**src/rtl/codec_link_pkg.sv**
```systemverilog
package codec_link_pkg;

  typedef enum logic [0:0] {
    PULSE_IDLE = 1'b0,
    PULSE_HOLD = 1'b1
  } pulse_state_t;

  localparam int DEF_PRE_RELOAD = 49;
  localparam int DEF_RST_TICKS  = 4;
  localparam int DEF_RES_TICKS  = 5;
  localparam int DEF_IDLE_LIMIT = 33;
  localparam int DEF_SYNC_STAGES = 2;

endpackage

```
**src/rtl/lnk_tick_gen.sv**
```systemverilog
module lnk_tick_gen #(
  parameter int PRE_RELOAD = 49
) (
  input  logic clk,
  input  logic rst_n,
  output logic tick
);
  localparam int CW = $clog2(PRE_RELOAD + 2);
  localparam logic [CW-1:0] LAST = CW'(PRE_RELOAD);

  logic [CW-1:0] cnt_q, cnt_d;

  always_comb begin
    tick  = (cnt_q == LAST);
    cnt_d = tick ? '0 : cnt_q + 1'b1;
  end

  always_ff @(posedge clk or negedge rst_n) begin
    if (!rst_n) cnt_q <= '0;
    else        cnt_q <= cnt_d;
  end

  AST_DIV_RANGE: assert property (@(posedge clk) disable iff (!rst_n)
    cnt_q <= LAST);

  generate
    if (PRE_RELOAD > 0) begin : g_width
      AST_TICK_SINGLE: assert property (@(posedge clk) disable iff (!rst_n)
        tick |=> !tick);
    end
  endgenerate

endmodule

```
**src/rtl/lnk_pulse_timer.sv**
```systemverilog
module lnk_pulse_timer
  import codec_link_pkg::*;
#(
  parameter int TICKS      = 4,
  parameter bit START_BUSY = 1'b0
) (
  input  logic clk,
  input  logic rst_n,
  input  logic tick,
  input  logic req,
  output logic busy
);
  localparam int CW = $clog2(TICKS + 1);
  localparam logic [CW-1:0] LAST = CW'(TICKS - 1);

  pulse_state_t  state_q, state_d;
  logic [CW-1:0] cnt_q, cnt_d;

  always_comb begin
    state_d = state_q;
    cnt_d   = cnt_q;
    case (state_q)
      PULSE_IDLE: begin
        if (req) begin
          state_d = PULSE_HOLD;
          cnt_d   = '0;
        end
      end
      PULSE_HOLD: begin
        if (tick) begin
          if (cnt_q == LAST) begin
            state_d = PULSE_IDLE;
            cnt_d   = '0;
          end else begin
            cnt_d = cnt_q + 1'b1;
          end
        end
      end
      default: state_d = PULSE_IDLE;
    endcase
  end

  always_ff @(posedge clk or negedge rst_n) begin
    if (!rst_n) begin
      state_q <= START_BUSY ? PULSE_HOLD : PULSE_IDLE;
      cnt_q   <= '0;
    end else begin
      state_q <= state_d;
      cnt_q   <= cnt_d;
    end
  end

  assign busy = (state_q == PULSE_HOLD);

  AST_HOLD_IGNORES_REQ: assert property (@(posedge clk) disable iff (!rst_n)
    (busy && !tick) |=> (busy && $stable(cnt_q)));
  AST_END_ON_TICK: assert property (@(posedge clk) disable iff (!rst_n)
    $fell(busy) |-> $past(tick));
  AST_CNT_LIMIT: assert property (@(posedge clk) disable iff (!rst_n)
    cnt_q <= LAST);
  AST_START_CLEAN: assert property (@(posedge clk) disable iff (!rst_n)
    (!busy && req) |=> (busy && cnt_q == '0));

endmodule

```
**src/rtl/lnk_idle_detect.sv**
```systemverilog
module lnk_idle_detect #(
  parameter int IDLE_LIMIT  = 33,
  parameter int SYNC_STAGES = 2
) (
  input  logic clk,
  input  logic rst_n,
  input  logic bit_clk,
  output logic suspended
);
  localparam int CW = $clog2(IDLE_LIMIT + 1);
  localparam logic [CW-1:0] LIMIT = CW'(IDLE_LIMIT);

  logic [SYNC_STAGES-1:0] sync_q;
  logic                   hist_q;
  logic                   edge_seen;
  logic [CW-1:0]          cnt_q, cnt_d;

  always_comb begin
    edge_seen = sync_q[SYNC_STAGES-1] ^ hist_q;
    if (edge_seen)           cnt_d = '0;
    else if (cnt_q == LIMIT) cnt_d = cnt_q;
    else                     cnt_d = cnt_q + 1'b1;
  end

  always_ff @(posedge clk or negedge rst_n) begin
    if (!rst_n) begin
      sync_q <= '0;
      hist_q <= 1'b0;
      cnt_q  <= '0;
    end else begin
      sync_q <= {sync_q[SYNC_STAGES-2:0], bit_clk};
      hist_q <= sync_q[SYNC_STAGES-1];
      cnt_q  <= cnt_d;
    end
  end

  assign suspended = (cnt_q == LIMIT);

  AST_EDGE_CLEARS: assert property (@(posedge clk) disable iff (!rst_n)
    edge_seen |=> !suspended);
  AST_RISE_QUIET: assert property (@(posedge clk) disable iff (!rst_n)
    $rose(suspended) |-> !$past(edge_seen));
  AST_IDLE_RANGE: assert property (@(posedge clk) disable iff (!rst_n)
    cnt_q <= LIMIT);

endmodule

```
**src/rtl/codec_link_pwr_ctrl.sv**
```systemverilog
module codec_link_pwr_ctrl
  import codec_link_pkg::*;
#(
  parameter int PRE_RELOAD  = DEF_PRE_RELOAD,
  parameter int RST_TICKS   = DEF_RST_TICKS,
  parameter int RES_TICKS   = DEF_RES_TICKS,
  parameter int IDLE_LIMIT  = DEF_IDLE_LIMIT,
  parameter int SYNC_STAGES = DEF_SYNC_STAGES
) (
  input  logic clk,
  input  logic rst_n,
  input  logic cold_req,
  input  logic resume_req,
  input  logic bit_clk,
  output logic codec_rst_n,
  output logic sync_drive,
  output logic suspended,
  output logic cold_busy,
  output logic resume_busy
);
  logic tick;

  lnk_tick_gen #(.PRE_RELOAD(PRE_RELOAD)) u_tick (
    .clk(clk), .rst_n(rst_n), .tick(tick)
  );

  lnk_pulse_timer #(.TICKS(RST_TICKS), .START_BUSY(1'b1)) u_cold (
    .clk(clk), .rst_n(rst_n), .tick(tick), .req(cold_req), .busy(cold_busy)
  );

  lnk_pulse_timer #(.TICKS(RES_TICKS), .START_BUSY(1'b0)) u_resume (
    .clk(clk), .rst_n(rst_n), .tick(tick), .req(resume_req), .busy(resume_busy)
  );

  lnk_idle_detect #(.IDLE_LIMIT(IDLE_LIMIT), .SYNC_STAGES(SYNC_STAGES)) u_idle (
    .clk(clk), .rst_n(rst_n), .bit_clk(bit_clk), .suspended(suspended)
  );

  assign codec_rst_n = ~cold_busy;
  assign sync_drive  = resume_busy;

  AST_RESUME_SKIPS_RESET: assert property (@(posedge clk) disable iff (!rst_n)
    (resume_req && !cold_busy && !cold_req) |=> codec_rst_n);

endmodule

```
**config.mk**
```make
export PLATFORM = sky130hd
export DESIGN_NAME = codec_link_pwr_ctrl
export DESIGN_NICKNAME = d
export VERILOG_FILES = /design/src/rtl/codec_link_pkg.sv /design/src/rtl/lnk_tick_gen.sv /design/src/rtl/lnk_pulse_timer.sv /design/src/rtl/lnk_idle_detect.sv /design/src/rtl/codec_link_pwr_ctrl.sv
export SDC_FILE = /design/constraint.sdc
export NUM_CORES = 1
export LEC_CHECK = 0
export BUFFER_PORTS_ARGS = -buffer_cell sky130_fd_sc_hd__buf_2
export CORE_MARGIN = 10
export CORE_UTILIZATION = 30
export CTS_CLUSTER_DIAMETER = 50
export DETAILED_ROUTE_END_ITERATION = 12
export SETUP_SLACK_MARGIN = 0.1
export SLEW_MARGIN = 5
export SYNTH_ARGS = -nofsm -noshare
export SYNTH_HDL_FRONTEND = slang
export SYNTH_SLANG_ARGS = --single-unit
```
**constraint.sdc**
```tcl
create_clock -name clk -period 1.8 [get_ports clk]
set_clock_uncertainty 0.05 [all_clocks]
set_input_delay 0.36 -clock clk [delete_from_list [all_inputs] [get_ports clk]]
set_output_delay 0.36 -clock clk [all_outputs]
set_load 0.005 [all_outputs]
```
# Yosys cells after proc, flatten, opt, wreduce, memory -nomap -nowiden
# Cells that the tools add are included.
[classes]
eq_ne = 9
n_reduce_logical = 2
n_addsub = 4
n_mux = 19
bitwise = 3
[op_table]
columns = ["cell", "count"]
rows = [
  ["3-bit two-way mux", 6],
  ["6-bit two-way mux", 3],
  ["6-bit by 1-bit adder with 6-bit output, second input constant", 2],
  ["6-bit equality test, second input constant", 2],
  ["3-bit case mux with 2 select lines", 2],
  ["2-bit inequality test, second input constant", 4],
  ["3-bit by 1-bit adder with 3-bit output, second input constant", 2],
  ["1-bit two-way mux", 6],
  ["1-bit case mux with 2 select lines", 2],
  ["2-bit AND reduction", 2],
  ["3-bit by 2-bit equality test with 1-bit output, second input constant", 1],
  ["3-bit equality test, second input constant", 1],
  ["2-bit by 1-bit inequality test with 1-bit output, second input constant", 1],
  ["1-bit NOT", 2],
  ["1-bit XOR", 1],
]
[word_totals]
elab_cells = 45
reg_bits = 23
inputBits = 5

# Logic depth before layout (Yosys ltp)
[logic_depth]
depth_word = 4
ltp_mapped = 5
ltp_nobuf = 5

# Cells and area by module
# From an unflattened synthesis, not the netlist that was laid out.
[hier_totals]
hier_cells = 99
hier_area_um2 = 1132.3
[modules_own_cells]
columns = ["mod", "area_each_um2", "instances", "cells_per_inst", "seq_area_each_um2"]
rows = [
  ["lnk_idle_detect", 430.4, 1, 36, 225.2],
  ["lnk_tick_gen", 285.3, 1, 26, 150.1],
  ["lnk_pulse_timer at u_resume", 216.5, 1, 20, 100.1],
  ["lnk_pulse_timer at u_cold", 188.9, 1, 15, 101.3],
  ["codec_link_pwr_ctrl", 11.3, 1, 2, 0.0],
]

# Worst setup path before layout
# Ideal clock, no wire load.
[synth_path]
kind = "register -> register"
startpoint = "reg u_tick.cnt_q[3]"
endpoint = "reg u_cold.cnt_q[1]"
setup_ns = 0.126
synth_period_minus_slack_ns = 1.648
setup_slack_ns = 0.152
stages_incl_launch_ff = 5
t_arrival_ns = 1.472
required_ns = 1.624
path_cell_list = "dfrtp_1 -> or3b_1 -> buf_2 -> or2_4 -> a311o_1"
[synth_via]
elab_chain_len = 3
[synth_rtl]
columns = ["element", "line_no", "rtl"]
rows = [
  ["from (decl)", "lnk_tick_gen.sv:11", "logic [CW-1:0] cnt_q, cnt_d;"],
  ["from (signal assigned)", "lnk_tick_gen.sv:20", "else cnt_q <= cnt_d;"],
  ["6-bit equality test", "lnk_tick_gen.sv:14", "tick = (cnt_q == LAST);"],
  ["2-bit inequality test (no source line)", "n/a", ""],
  ["2-bit AND reduction (no source line)", "n/a", ""],
  ["to (signal assigned)", "lnk_pulse_timer.sv:49", "cnt_q <= cnt_d;"],
  ["to (decl)", "lnk_pulse_timer.sv:17", "logic [CW-1:0] cnt_q, cnt_d;"],
]
# Every way passes these cells.
# A chain may end at the register's enable or synchronous reset.

# Final worst setup path
# Ends and elaborated chain as after synthesis.

==> results list <==
- H-tree depth: 1
* HPWL after DPL: 1640 um
- Fraction of the yosys area taken by sequential cells: approximately half
- The endpoint identified for the worst register-to-register timing path is u_cold.cnt_q[1]$_DFFE_PN0P_.
* Peak supply drop: roughly 0.0005 V
- Power Density: 757.8 nW/um2
* Worst skew pair latency: 0.26 ns
- Drt drc: 0
- Pre-CTS worst setup slack: just over 0.08 ns
* Global-route wire length before repair: 3663 um
- Max stage delay on crit path: 0.44 ns
- In this run the critical register-to-register path is launched from u_tick.cnt_q[3]$_DFF_PN0_.
* Arrival time at the worst endpoint: 1.74 ns
* Number of vias per cell after detailed routing: 4.868
- Die area: 6621 um2
* Leading post-synthesis cells by cell area: dfrtp_1 49%, ha_1 7.8%, o211ai_1 4.0%, nor2_1 3.7%, nand3_1 3.1%
- R2R cell count: 3
- Type of the worst min-delay path: in2async
- The longest clock path from root to sink contains 2 buffers.
- The number of max-slew violations in the final report came to 0.
- Setup slack on the worst reg-to-reg path comes out at 0.15 ns.
- Area of the mapped netlist: 1130 um2
* Buffering stage count on the worst path with inverters included: 0
* Tcrit/Tclk final: between 90% and 100%
* Actual slew at the worst max-slew pin: 0.5096 ns
- Commonest cells after routing, fill and taps aside: 21 x dfrtp_1, 11 x nor2_1, 9 x nand2_1, 9 x buf_2
- Status: complete, no violations
- Synthesized area per cell: approximately 10 um2
- CP cell instances: or3b_4 > or2_4 > a311o_1
- Highest achievable clock rate: ~0.61 GHz
* Most frequent standard cell in the layout excluding fill and tap cells: dfrtp_1
- Overall Global Routing Usage: under 10%
- During I/O placement, the number of pins put on the boundary was 10.
* Hold_buf cts: 0
- Setup violations remaining at the end of the flow were counted as 0.
- The number of global-route vias before repair is roughly 860.
- Warnings from Yosys: 0
- In this design, the largest share of critical-path delay is due to simple AND/OR/NAND/NOR gates.
- In this run the static leakage power is 0.5889 nW.
- The final layout contains routed wiring with a total length of roughly 2200 um.
* Startpoint types: register
- Fin Setup TNS: 0 ns
* Row cnt: 22
* TritonCTS buffer count: 3
* Via count: around 850
- After global routing the overflow that remains totals 0.
- The root buffer cell chosen for the clock tree is clkbuf_8.
- Core Box Area: 3661 um2
- For this design, the sink count on the clock tree is 23.
- Of all nets on the critical path, the largest fanout is 8.
- Growth of design area from synthesis to finish: 16.28%
* Synth top area share: roughly half
- The smallest clock period supported by the final layout is computed as ~1.6 ns.
- Once the floorplan was initialized, standard cells occupied slightly above 30% of the core.
* Layout cells sized above 1: between 10% and 20%
- Total power: around 1000 uW
* Post-Synthesis Net Count: 123
* Global placement routability congestion: slightly above 0.7
- Clock-pin slew was measured on the worst setup and hold paths at 0.08 ns.
- Maximum Capacitance Violations: 0
* Height of the die: between 80 and 90 um
* Number of antenna cells inserted: 0
- Die outline width: between 80 and 90 um
- Input and output buffers added on the ports amount to 9.
* WS Path Type: reg2reg
- Pin count of the biggest net entering global routing: 24
* CP Capture Type: register
* RSZ-0062 raised after global routing: no
- The initial antenna violation count was 0.
- Data required, critical path: approximately 1.9 ns
- Slowest CP cell: or3b_4
* CTS tree: done
* Setup slack of the critical path after layout: ~0.15 ns
- Flops & latches, synth: 23
- Max transition margin: 66.02%
- The first TritonRoute pass finished after 4 iterations.
* Fin nets: approximately 140
* Cell accounting for the most synthesized area: dfrtp_1
- Wire per inst: between 10 and 15 um
* Number of cells produced by synthesis: 111
* Final antenna-violating net count: 0
- The synthesized netlist contains 33 unique library cells.
- Detailed router's first-iteration violation count: 18
- Fin. Hold Viols: 0
## metal layers
layer	vias up	track usage (%)	wire, um	share of wire, %
met1	423	7.369	975	45
met4	0	0.5190	7	0.32
met2	7	12.56	1112	51
met3	2	2.759	72	3.3
met5	-	0	0	0
li1	415	-	-	-
## metrics by stage
step / instance area (um2) / util [%] / hold slack [ns] / cells
finish: 1314 / 35.89 / 0.008995 / 174
global route: 1314 / 35.89 / 0.05365 / 174
floorplan: 1130 / - / 0.01441 / 111
CTS: 1282 / 35.03 / 0.02257 / 170
global placement: 1226 / 33.49 / 0.2867 / 165
detailed placement: 1226 / 33.49 / 0.3017 / 165
## worst register-to-register path: cells and delay by family (launching register included)
family / cells / cell delay, ns
AND/OR/NAND/NOR: 2 / 0.71
flip-flops: 1 / 0.43
AO/OA/AOI/OAI: 1 / 0.35
## how the worst max path moves through the flow
stage | from | to | slack, ns | cells after the start
after detailed placement | u_tick.cnt_q[3]$_DFF_PN0_ | u_cold.cnt_q[1]$_DFFE_PN0P_ | 0.08 | 3
after global routing | u_idle.cnt_q[1]$_DFFE_PN0P_ | suspended | 0.09 | 5
after global placement | u_tick.cnt_q[3]$_DFF_PN0_ | u_cold.cnt_q[1]$_DFFE_PN0P_ | 0.11 | 3
after CTS | u_idle.cnt_q[1]$_DFFE_PN0P_ | suspended | 0.1 | 5
final | u_tick.cnt_q[3]$_DFF_PN0_ | u_cold.cnt_q[1]$_DFFE_PN0P_ | 0.15 | 3
after floorplan | u_tick.cnt_q[3]$_DFF_PN0_ | u_cold.cnt_q[1]$_DFFE_PN0P_ | 0.15 | 4
## layout make-up
class,instances,area [um2]
Clock buffer,3,41.29
Clock inverter,1,5.005
Fill cell,377,2347
Inverter,6,22.52
Multi-Input combinational cell,77,509.2
Sequential cell,23,578.1
Tap cell,48,60.06
Timing Repair Buffer,16,97.59
## what timing repair did
action | CTS | global route
pin swaps | 0 | 1
cloned | 0 | 0
endpoints found under the setup margin | 2 | 2
gates resized for setup | 1 | 1
buffers inserted | 1 | 4
endpoints found under the hold margin | 0 | 0
## flip-flops by register name (all words and copies together) (netlist names)
| signal | cells |
|---|---|
| u_tick.cnt_q | 6 |
| u_idle.cnt_q | 6 |
| u_idle.sync_q | 2 |
| u_cold.cnt_q | 3 |
| u_cold.busy | 1 |
| u_resume.busy | 1 |
| u_resume.cnt_q | 3 |
| u_idle.hist_q | 1 |
## report_power, final
part           total [mW]  switching, mW  internal, mW
Clock               0.317          0.163         0.154
Sequential          0.566         0.0231         0.543
Combinational       0.112         0.0553        0.0564
## synthesized netlist by cell type (all sizes together)
library cell / count
or4: 1
or3b: 1
and2: 1
xor2: 4
o211ai: 6
a21oi: 2
a41oi: 1
dfrtp: 22
nand2: 9
clkbuf: 2
dfstp: 1
ha: 7
or2: 1
nor4: 1
nor3: 2
nand4bb: 1
a31oi: 2
or3: 2
nor2b: 2
nand2b: 1
o21ai: 5
nor3b: 3
a311o: 2
inv: 6
and2b: 1
nand3: 7
nand4: 1
o311ai: 1
nor2: 11
buf: 3
xnor2: 2
## logic make-up (layout without fill, tap and decap cells)
group	Yosys count	after routing	synth area share [%]
buffers and inverters	11	26	4.097
flip-flops	23	23	51.05
adder cells (fa/ha/maj)	7	7	7.752
AO/OA/AOI/OAI	19	19	11.52
XOR/XNOR	6	6	4.651
AND/OR/NAND/NOR	45	45	20.93
Note: power is estimated with default switching activity, not from simulation.
